### src/rtl/svio_pkg.sv
package svio_pkg;

   localparam int          KEY_LEN    = 4;
   localparam logic [7:0]  IDX_EXIT   = 8'h02;
   localparam logic [7:0]  IDX_LDN    = 8'h07;
   localparam logic [7:0]  IDX_ID_HI  = 8'h20;
   localparam logic [7:0]  IDX_ID_LO  = 8'h21;
   localparam logic [7:0]  IDX_REV    = 8'h22;
   localparam logic [7:0]  CMD_EXIT   = 8'h02;
   localparam logic [7:0]  BANK_FIRST = 8'h30;
   localparam logic [7:0]  RD_FLOAT   = 8'hFF;

   typedef logic [7:0] byte_t;

   function automatic byte_t key_byte(input int pos);
      case (pos)
         0:       return 8'h87;
         1:       return 8'h01;
         default: return 8'h55;
      endcase
   endfunction

endpackage

### src/rtl/svio_key_match.sv
module svio_key_match
   import svio_pkg::*;
#(
   parameter int LEN = KEY_LEN
) (
   input  logic  clk,
   input  logic  rst_n,
   input  logic  kick,
   input  byte_t kbyte,
   input  logic  relock,
   output logic  open
);

   localparam int PW = (LEN > 1) ? $clog2(LEN) : 1;
   localparam int LAST = LEN - 1;

   logic [PW-1:0] pos_q;
   byte_t         want;

   assign want = key_byte(int'(pos_q));

   always_ff @(posedge clk) begin
      if (!rst_n) begin
         pos_q <= '0;
         open  <= 1'b0;
      end else if (relock) begin
         pos_q <= '0;
         open  <= 1'b0;
      end else if (kick && !open) begin
         if (kbyte == want) begin
            if (int'(pos_q) == LAST) begin
               pos_q <= '0;
               open  <= 1'b1;
            end else begin
               pos_q <= pos_q + 1'b1;
            end
         end else if (kbyte == key_byte(0)) begin
            pos_q <= PW'(1);
         end else begin
            pos_q <= '0;
         end
      end
   end

endmodule

### src/rtl/svio_global_regs.sv
module svio_global_regs
   import svio_pkg::*;
#(
   parameter logic [15:0] CHIP_ID  = 16'h8728,
   parameter logic [3:0]  CHIP_REV = 4'h3
) (
   input  logic  clk,
   input  logic  rst_n,
   input  logic  open,
   input  logic  idx_wr,
   input  logic  dat_wr,
   input  byte_t wdata,
   output byte_t idx,
   output byte_t ldn,
   output logic  relock,
   output logic  in_global,
   output byte_t rd_val
);

   assign in_global = (idx < BANK_FIRST);
   assign relock    = open && dat_wr && (idx == IDX_EXIT) && (wdata == CMD_EXIT);

   always_ff @(posedge clk) begin
      if (!rst_n) begin
         idx <= '0;
         ldn <= '0;
      end else begin
         if (open && idx_wr)
            idx <= wdata;
         if (open && dat_wr && idx == IDX_LDN)
            ldn <= wdata;
      end
   end

   always_comb begin
      case (idx)
         IDX_LDN:   rd_val = ldn;
         IDX_ID_HI: rd_val = CHIP_ID[15:8];
         IDX_ID_LO: rd_val = CHIP_ID[7:0];
         IDX_REV:   rd_val = {4'h0, CHIP_REV};
         default:   rd_val = RD_FLOAT;
      endcase
   end

endmodule

### src/rtl/svio_gpio_bank.sv
module svio_gpio_bank
   import svio_pkg::*;
#(
   parameter int          NUM_SIMPLE  = 5,
   parameter int          NUM_OE      = 8,
   parameter logic [7:0]  SIMPLE_BASE = 8'hC0,
   parameter logic [7:0]  OE_BASE     = 8'hC8,
   parameter logic [7:0]  BASE_IDX    = 8'h62,
   parameter logic [15:0] BASE_RST    = 16'h0A00,
   localparam int         SIMPLE_W    = (NUM_SIMPLE > 0) ? NUM_SIMPLE * 8 : 8,
   localparam int         OE_W        = NUM_OE * 8
) (
   input  logic                clk,
   input  logic                rst_n,
   input  logic                wr_en,
   input  byte_t               idx,
   input  byte_t               wdata,
   output logic [15:0]         base,
   output logic [SIMPLE_W-1:0] simple_en,
   output logic [OE_W-1:0]     oe,
   output byte_t               rd_val
);

   localparam logic [7:0] BASE_LO_IDX = BASE_IDX + 8'd1;

   always_ff @(posedge clk) begin
      if (!rst_n) begin
         base <= BASE_RST;
      end else if (wr_en) begin
         if (idx == BASE_IDX)
            base[15:8] <= wdata;
         if (idx == BASE_LO_IDX)
            base[7:0] <= wdata;
      end
   end

   generate
      if (NUM_SIMPLE > 0) begin : g_simple
         for (genvar g = 0; g < NUM_SIMPLE; g++) begin : g_grp
            localparam logic [7:0] MY_IDX = SIMPLE_BASE + 8'(g);
            always_ff @(posedge clk) begin
               if (!rst_n)
                  simple_en[g*8 +: 8] <= '0;
               else if (wr_en && idx == MY_IDX)
                  simple_en[g*8 +: 8] <= wdata;
            end
         end
      end else begin : g_no_simple
         assign simple_en = '0;
      end
   endgenerate

   generate
      for (genvar g = 0; g < NUM_OE; g++) begin : g_oe
         localparam logic [7:0] MY_IDX = OE_BASE + 8'(g);
         always_ff @(posedge clk) begin
            if (!rst_n)
               oe[g*8 +: 8] <= '0;
            else if (wr_en && idx == MY_IDX)
               oe[g*8 +: 8] <= wdata;
         end
      end
   endgenerate

   always_comb begin
      rd_val = RD_FLOAT;
      if (idx == BASE_IDX)
         rd_val = base[15:8];
      if (idx == BASE_LO_IDX)
         rd_val = base[7:0];
      for (int g = 0; g < NUM_SIMPLE; g++)
         if (idx == SIMPLE_BASE + 8'(g))
            rd_val = simple_en[g*8 +: 8];
      for (int g = 0; g < NUM_OE; g++)
         if (idx == OE_BASE + 8'(g))
            rd_val = oe[g*8 +: 8];
   end

endmodule

### src/rtl/svio_cfg_port.sv
module svio_cfg_port
   import svio_pkg::*;
#(
   parameter logic [15:0] IDX_PORT    = 16'h002E,
   parameter logic [15:0] DAT_PORT    = 16'h002F,
   parameter logic [15:0] CHIP_ID     = 16'h8728,
   parameter logic [3:0]  CHIP_REV    = 4'h3,
   parameter logic [7:0]  GPIO_LDN    = 8'h07,
   parameter int          NUM_SIMPLE  = 5,
   parameter int          NUM_OE      = 8,
   parameter logic [7:0]  SIMPLE_BASE = 8'hC0,
   parameter logic [7:0]  OE_BASE     = 8'hC8,
   parameter logic [7:0]  BASE_IDX    = 8'h62,
   parameter logic [15:0] BASE_RST    = 16'h0A00,
   localparam int         SIMPLE_W    = (NUM_SIMPLE > 0) ? NUM_SIMPLE * 8 : 8,
   localparam int         OE_W        = NUM_OE * 8
) (
   input  logic                clk,
   input  logic                rst_n,
   input  logic [15:0]         bus_addr,
   input  logic                bus_wr,
   input  logic                bus_rd,
   input  logic [7:0]          bus_wdata,
   output logic [7:0]          bus_rdata,
   output logic                cfg_open,
   output logic [15:0]         gpio_base,
   output logic [SIMPLE_W-1:0] gpio_simple_en,
   output logic [OE_W-1:0]     gpio_oe
);

   generate
      if (NUM_OE < 1 || NUM_OE > 8) begin : g_bad_oe
         $error("NUM_OE must be 1..8");
      end
      if (NUM_SIMPLE < 0 || NUM_SIMPLE > 8) begin : g_bad_simple
         $error("NUM_SIMPLE must be 0..8");
      end
      if (SIMPLE_BASE < BANK_FIRST || OE_BASE < BANK_FIRST || BASE_IDX < BANK_FIRST) begin : g_bad_bank
         $error("bank registers must sit at or above the bank start");
      end
      if (!((int'(SIMPLE_BASE) + NUM_SIMPLE <= int'(OE_BASE)) ||
            (int'(OE_BASE) + NUM_OE <= int'(SIMPLE_BASE)))) begin : g_bad_overlap
         $error("simple-I/O and output-enable ranges overlap");
      end
      if (int'(OE_BASE) + NUM_OE > 256 || int'(SIMPLE_BASE) + NUM_SIMPLE > 256 ||
          int'(BASE_IDX) > 254) begin : g_bad_top
         $error("bank registers exceed index space");
      end
      if (IDX_PORT == DAT_PORT) begin : g_bad_ports
         $error("index and data ports must differ");
      end
   endgenerate

   logic  hit_idx, hit_dat, idx_wr, dat_wr;
   logic  relock, in_global, bank_wr;
   byte_t cur_idx, cur_ldn, glb_rd, bank_rd;

   assign hit_idx = (bus_addr == IDX_PORT);
   assign hit_dat = (bus_addr == DAT_PORT);
   assign idx_wr  = bus_wr && hit_idx;
   assign dat_wr  = bus_wr && hit_dat;

   svio_key_match #(.LEN(KEY_LEN)) u_key (
      .clk    (clk),
      .rst_n  (rst_n),
      .kick   (idx_wr),
      .kbyte  (bus_wdata),
      .relock (relock),
      .open   (cfg_open)
   );

   svio_global_regs #(.CHIP_ID(CHIP_ID), .CHIP_REV(CHIP_REV)) u_glb (
      .clk       (clk),
      .rst_n     (rst_n),
      .open      (cfg_open),
      .idx_wr    (idx_wr),
      .dat_wr    (dat_wr),
      .wdata     (bus_wdata),
      .idx       (cur_idx),
      .ldn       (cur_ldn),
      .relock    (relock),
      .in_global (in_global),
      .rd_val    (glb_rd)
   );

   assign bank_wr = cfg_open && dat_wr && !in_global && (cur_ldn == GPIO_LDN);

   svio_gpio_bank #(
      .NUM_SIMPLE  (NUM_SIMPLE),
      .NUM_OE      (NUM_OE),
      .SIMPLE_BASE (SIMPLE_BASE),
      .OE_BASE     (OE_BASE),
      .BASE_IDX    (BASE_IDX),
      .BASE_RST    (BASE_RST)
   ) u_gpio (
      .clk       (clk),
      .rst_n     (rst_n),
      .wr_en     (bank_wr),
      .idx       (cur_idx),
      .wdata     (bus_wdata),
      .base      (gpio_base),
      .simple_en (gpio_simple_en),
      .oe        (gpio_oe),
      .rd_val    (bank_rd)
   );

   byte_t dat_val;

   always_comb begin
      if (!cfg_open)
         dat_val = RD_FLOAT;
      else if (in_global)
         dat_val = glb_rd;
      else if (cur_ldn == GPIO_LDN)
         dat_val = bank_rd;
      else
         dat_val = RD_FLOAT;
   end

   always_ff @(posedge clk) begin
      if (!rst_n) begin
         bus_rdata <= RD_FLOAT;
      end else if (bus_rd) begin
         if (hit_idx)
            bus_rdata <= cfg_open ? cur_idx : RD_FLOAT;
         else if (hit_dat)
            bus_rdata <= dat_val;
         else
            bus_rdata <= RD_FLOAT;
      end
   end

endmodule

### config.mk
export PLATFORM = sky130hd
export DESIGN_NAME = svio_cfg_port
export DESIGN_NICKNAME = d
export VERILOG_FILES = /design/src/rtl/svio_pkg.sv /design/src/rtl/svio_key_match.sv /design/src/rtl/svio_global_regs.sv /design/src/rtl/svio_gpio_bank.sv /design/src/rtl/svio_cfg_port.sv
export SDC_FILE = /design/constraint.sdc
export NUM_CORES = 1
export LEC_CHECK = 0
export ABC_CLOCK_PERIOD_IN_PS = 6460
export BUFFER_PORTS_ARGS = -buffer_cell sky130_fd_sc_hd__buf_4
export CAP_MARGIN = 10
export CORE_UTILIZATION = 60
export CTS_BUF_LIST = sky130_fd_sc_hd__clkbuf_4
export CTS_CLUSTER_DIAMETER = 80
export DETAILED_ROUTE_END_ITERATION = 10
export PLACE_DENSITY = 0.95
export SLEW_MARGIN = 10
export SYNTH_ARGS = -nofsm -noshare
export SYNTH_HDL_FRONTEND = slang
export SYNTH_SLANG_ARGS = --single-unit
### constraint.sdc
create_clock -name clk -period 6.46 [get_ports clk]
set_clock_uncertainty 0.05 [all_clocks]
set_input_delay 0.323 -clock clk [delete_from_list [all_inputs] [get_ports clk]]
set_output_delay 0.323 -clock clk [all_outputs]
set_load 0.01 [all_outputs]
==> impl_results.md <==
* Syn avg cell area at 8.56 sq um
* Worst Slack Setup Final at 3.08 ns
* Synth warnings at 0
* TritonCTS clock tree: done
* Worst reg2reg path endpoint: u_gpio.oe[46]
* Power share of the sequential group at 0.548
* CTS resizes at 0
* Via/cell ratio at 6.57
* Met3 Resource Use GR at 0.0898
* Layout cells sized above 1 at 0.214
* H-tree levels at 4
* Rows at 40
* Part of the cycle the worst path needs at 0.524
* Type of the worst min-delay path: in2reg
* Dominant cells by area after synthesis: dfxtp_1 39%, mux2i_1 14%, nand2_1 5.7%
* Commonest non-fill, non-tap cell in the layout: buf_4
* Die width at 114 um
* Number of cells produced by synthesis at 874
* Number of max-cap violations at 0
* Clk root buf: clkbuf_4
* Top cell type's share of synthesized area at 0.394
* Most area-hungry cell type in the Yosys netlist: dfxtp_1
* Placed insts at 1133
* Initial antenna violation count at 0
* Total CTS buffers at 17
* DRT iter0 DRCs at 1313
* Core Util, Final at 0.747
* Hold EP: u_glb.idx[1]
* Setup tns final at 0 ns
* Number of global-route vias before repair at between 6k and 7k
* Core Box Area at 0.0121 sq mm
* Residual DRC at 0
* Fin crit period at between 3 and 4 ns
* FMAX at about 0.3 GHz
* Data arrival, critical path at 3.75 ns
* Worst hold start: bus_wdata[1]
* Logic gate share of total power at 0.042
* Worst-skew pair later-pin latency at 0.57 ns
* CTS Buffer Depth at 2
* Nets at 1023
* Unrepaired setup endpoints after global routing: false
* Busiest grt layer: met2
* Largest net degree at the start of global routing at between 80 and 90
* Antenna cells at 0
* I/O pins at 157
* EDFF count, synth at 0
* WS Path Type: reg2reg
* Status: finished clean
* PD cells at 184 mW/mm^2
* Non-filler cells, final at 1170
* GRT overflow at 0
* Met2 Use GR at 0.585
* Final wirelength at between 20000 and 25000 um
* First-pass GRT wire length at 37800 um
* Syn Nets at 907
* IO buf count at 156
* Max-slew headroom at the worst pin at 0.239
* Clk pwr share at 0.410
* Pre-CTS setup slack at 3.05 ns
* Flop2flop setup slack at 3.08 ns
* Synthesized flop and latch total at roughly 150
* Die Area at approximately 0.013 sq mm
* Largest fanout on the critical path at 22
* Switching Fraction at 0.230
* Pre-Repair DR Iteration Count at 6
* Die H at 114 um
* Distinct cell type count after synthesis at 70
* Initial core utilization at 0.620
* ANT nets after route at 0
* Path depth of the worst reg2reg path at 5
* GP Congestion at 1.00
* Sw power at between 0.0003 and 0.0004 W
* Cell-internal power at 0.00127 W
* Detailed-route via count at a little under 8k
* GRT Overall Usage at 0.382
* Layout area overhead at 20.4%
* CTS hold repair buffers at 6
* Worst-case vdd ir drop at around 0.00012 V
* Most used DFF post-synth: dfxtp_1
* Routed len/inst at 20.9 um
* WHS Path Cells at 3
* DP HPWL at 16800 um
* Worst-margin pin slew at 1.14 ns
* CP Capture Type: flip-flop
* Leak Pwr at approximately 3.4 nW
* Setup bufs post-CTS at 0
* CTS clk-pin slew, worst paths at 0.13 ns
* Final slew viol count at 0
* Mapped cell area at 0.00748 sq mm
* Synth async-reset ratio at 0
* WP data required at about 7 ns
* Sink Count at 147
* Final Hold Viols at 0
* Kind of start point of the critical path: flip-flop
* Commonest non-fill, non-tap cells in the layout: 162 x buf_4, 146 x dfxtp_1, 113 x nand2_1
* GR Util met1 at 0.503
* Post-synthesis sequential area ratio at 0.394
* Final setup viols at 0
* Reg-to-reg startpoint: u_glb.idx[5]
flip-flops by register name (all words and copies together), names as in the netlist:
register          cells
u_gpio.base          16
u_key.pos_q           2
u_gpio.simple_en     40
u_glb.idx             8
u_gpio.oe            64
u_key.open            1
u_glb.ldn             8
bus_rdata             8
worst max-delay path, stage by stage, from the launching register on:
cell and delay (ns):
dfxtp_1 0.48, nand4bb_1 0.97, nor3_1 0.80, nand4_1 0.57
nand3_1 0.24, o21ai_0 0.11
how the worst max path moves through the flow:
stage	slack, ns	start	cells after the start	end
after CTS	3.16	u_glb.ldn[4]	6	u_gpio.simple_en[19]
final	3.08	u_glb.idx[5]	5	u_gpio.oe[46]
after global placement	3.11	bus_addr[14]	7	u_gpio.simple_en[18]
after floorplan	4.36	bus_addr[10]	7	u_gpio.simple_en[16]
after detailed placement	3.05	bus_addr[14]	7	u_gpio.simple_en[19]
after global routing	2.92	u_glb.idx[5]	5	u_gpio.oe[58]
per-layer routing:
metal | share of wire | up-vias
li1 | - | 3429
met1 | 0.38 | 3558
met2 | 0.45 | 592
met3 | 0.13 | 103
met4 | 0.045 | 0
met5 | 0 | -
layout make-up:
| type | count | area (sq um) |
|---|---|---|
| fill | 856 | 3060 |
| multi-input combinational | 644 | 4200 |
| inverter | 12 | 45.0 |
| timing repair buffer | 168 | 1280 |
| sequential | 147 | 2940 |
| clock buffer | 19 | 143 |
| clock inverter | 12 | 186 |
| tap | 168 | 210 |
synthesized netlist by cell type (5+ instances only):
| master | instances |
|---|---|
| mux2i_1 | 105 |
| nand3_1 | 50 |
| nor2b_1 | 9 |
| o21ai_0 | 71 |
| a22oi_1 | 7 |
| a21oi_1 | 22 |
| nand2b_1 | 13 |
| a211oi_1 | 7 |
| inv_1 | 12 |
| buf_1 | 5 |
| or3_1 | 9 |
| a31oi_1 | 7 |
| a211o_1 | 5 |
| o211ai_1 | 6 |
| o21a_1 | 10 |
| nor2_1 | 50 |
| clkbuf_1 | 53 |
| nor2_4 | 6 |
| nand2_1 | 113 |
| nor3_1 | 20 |
| o221ai_1 | 6 |
| dfxtp_1 | 147 |
| buf_2 | 12 |
| nor3b_1 | 5 |
| nor4_1 | 6 |
| nand4_1 | 13 |
| and3_1 | 5 |
| o22ai_1 | 7 |
| ha_1 | 5 |
| o2111ai_1 | 6 |
power by group through the flow:
stage | registers [W] | logic (W) | clock network [W]
floorplan | 0.000927 | 0.0000294 | 0
global placement | 0.000927 | 0.0000609 | 0
detailed placement | 0.000927 | 0.0000625 | 0
CTS | 0.000907 | 0.0000658 | 0.000668
global route | 0.000907 | 0.0000714 | 0.000710
finish | 0.000907 | 0.0000693 | 0.000678
cells by family (layout without fill, tap and decap cells):
| family | Yosys count | count (layout) | synth area share |
|---|---|---|---|
| flops | 147 | 147 | 0.394 |
| compound gates | 194 | 194 | 0.169 |
| simple gates | 338 | 338 | 0.242 |
| buf+inv | 83 | 211 | 0.0447 |
| xor+xnor | 2 | 2 | 0.00234 |
| fa+ha+maj | 5 | 5 | 0.00837 |
| mux | 105 | 105 | 0.141 |
stage by stage:
step | total power [W] | hold slack, ns | instance area (sq um)
5_1_grt | 0.00169 | 0.0452 | 9000
2_1_floorplan | 0.000956 | 0.413 | 7480
3_5_place_dp | 0.000990 | 0.421 | 8620
6_report | 0.00165 | 0.0258 | 9000
4_1_cts | 0.00164 | 0.00275 | 9000
3_3_place_gp | 0.000988 | 0.415 | 8620
Note: power is estimated with default switching activity, not from simulation.
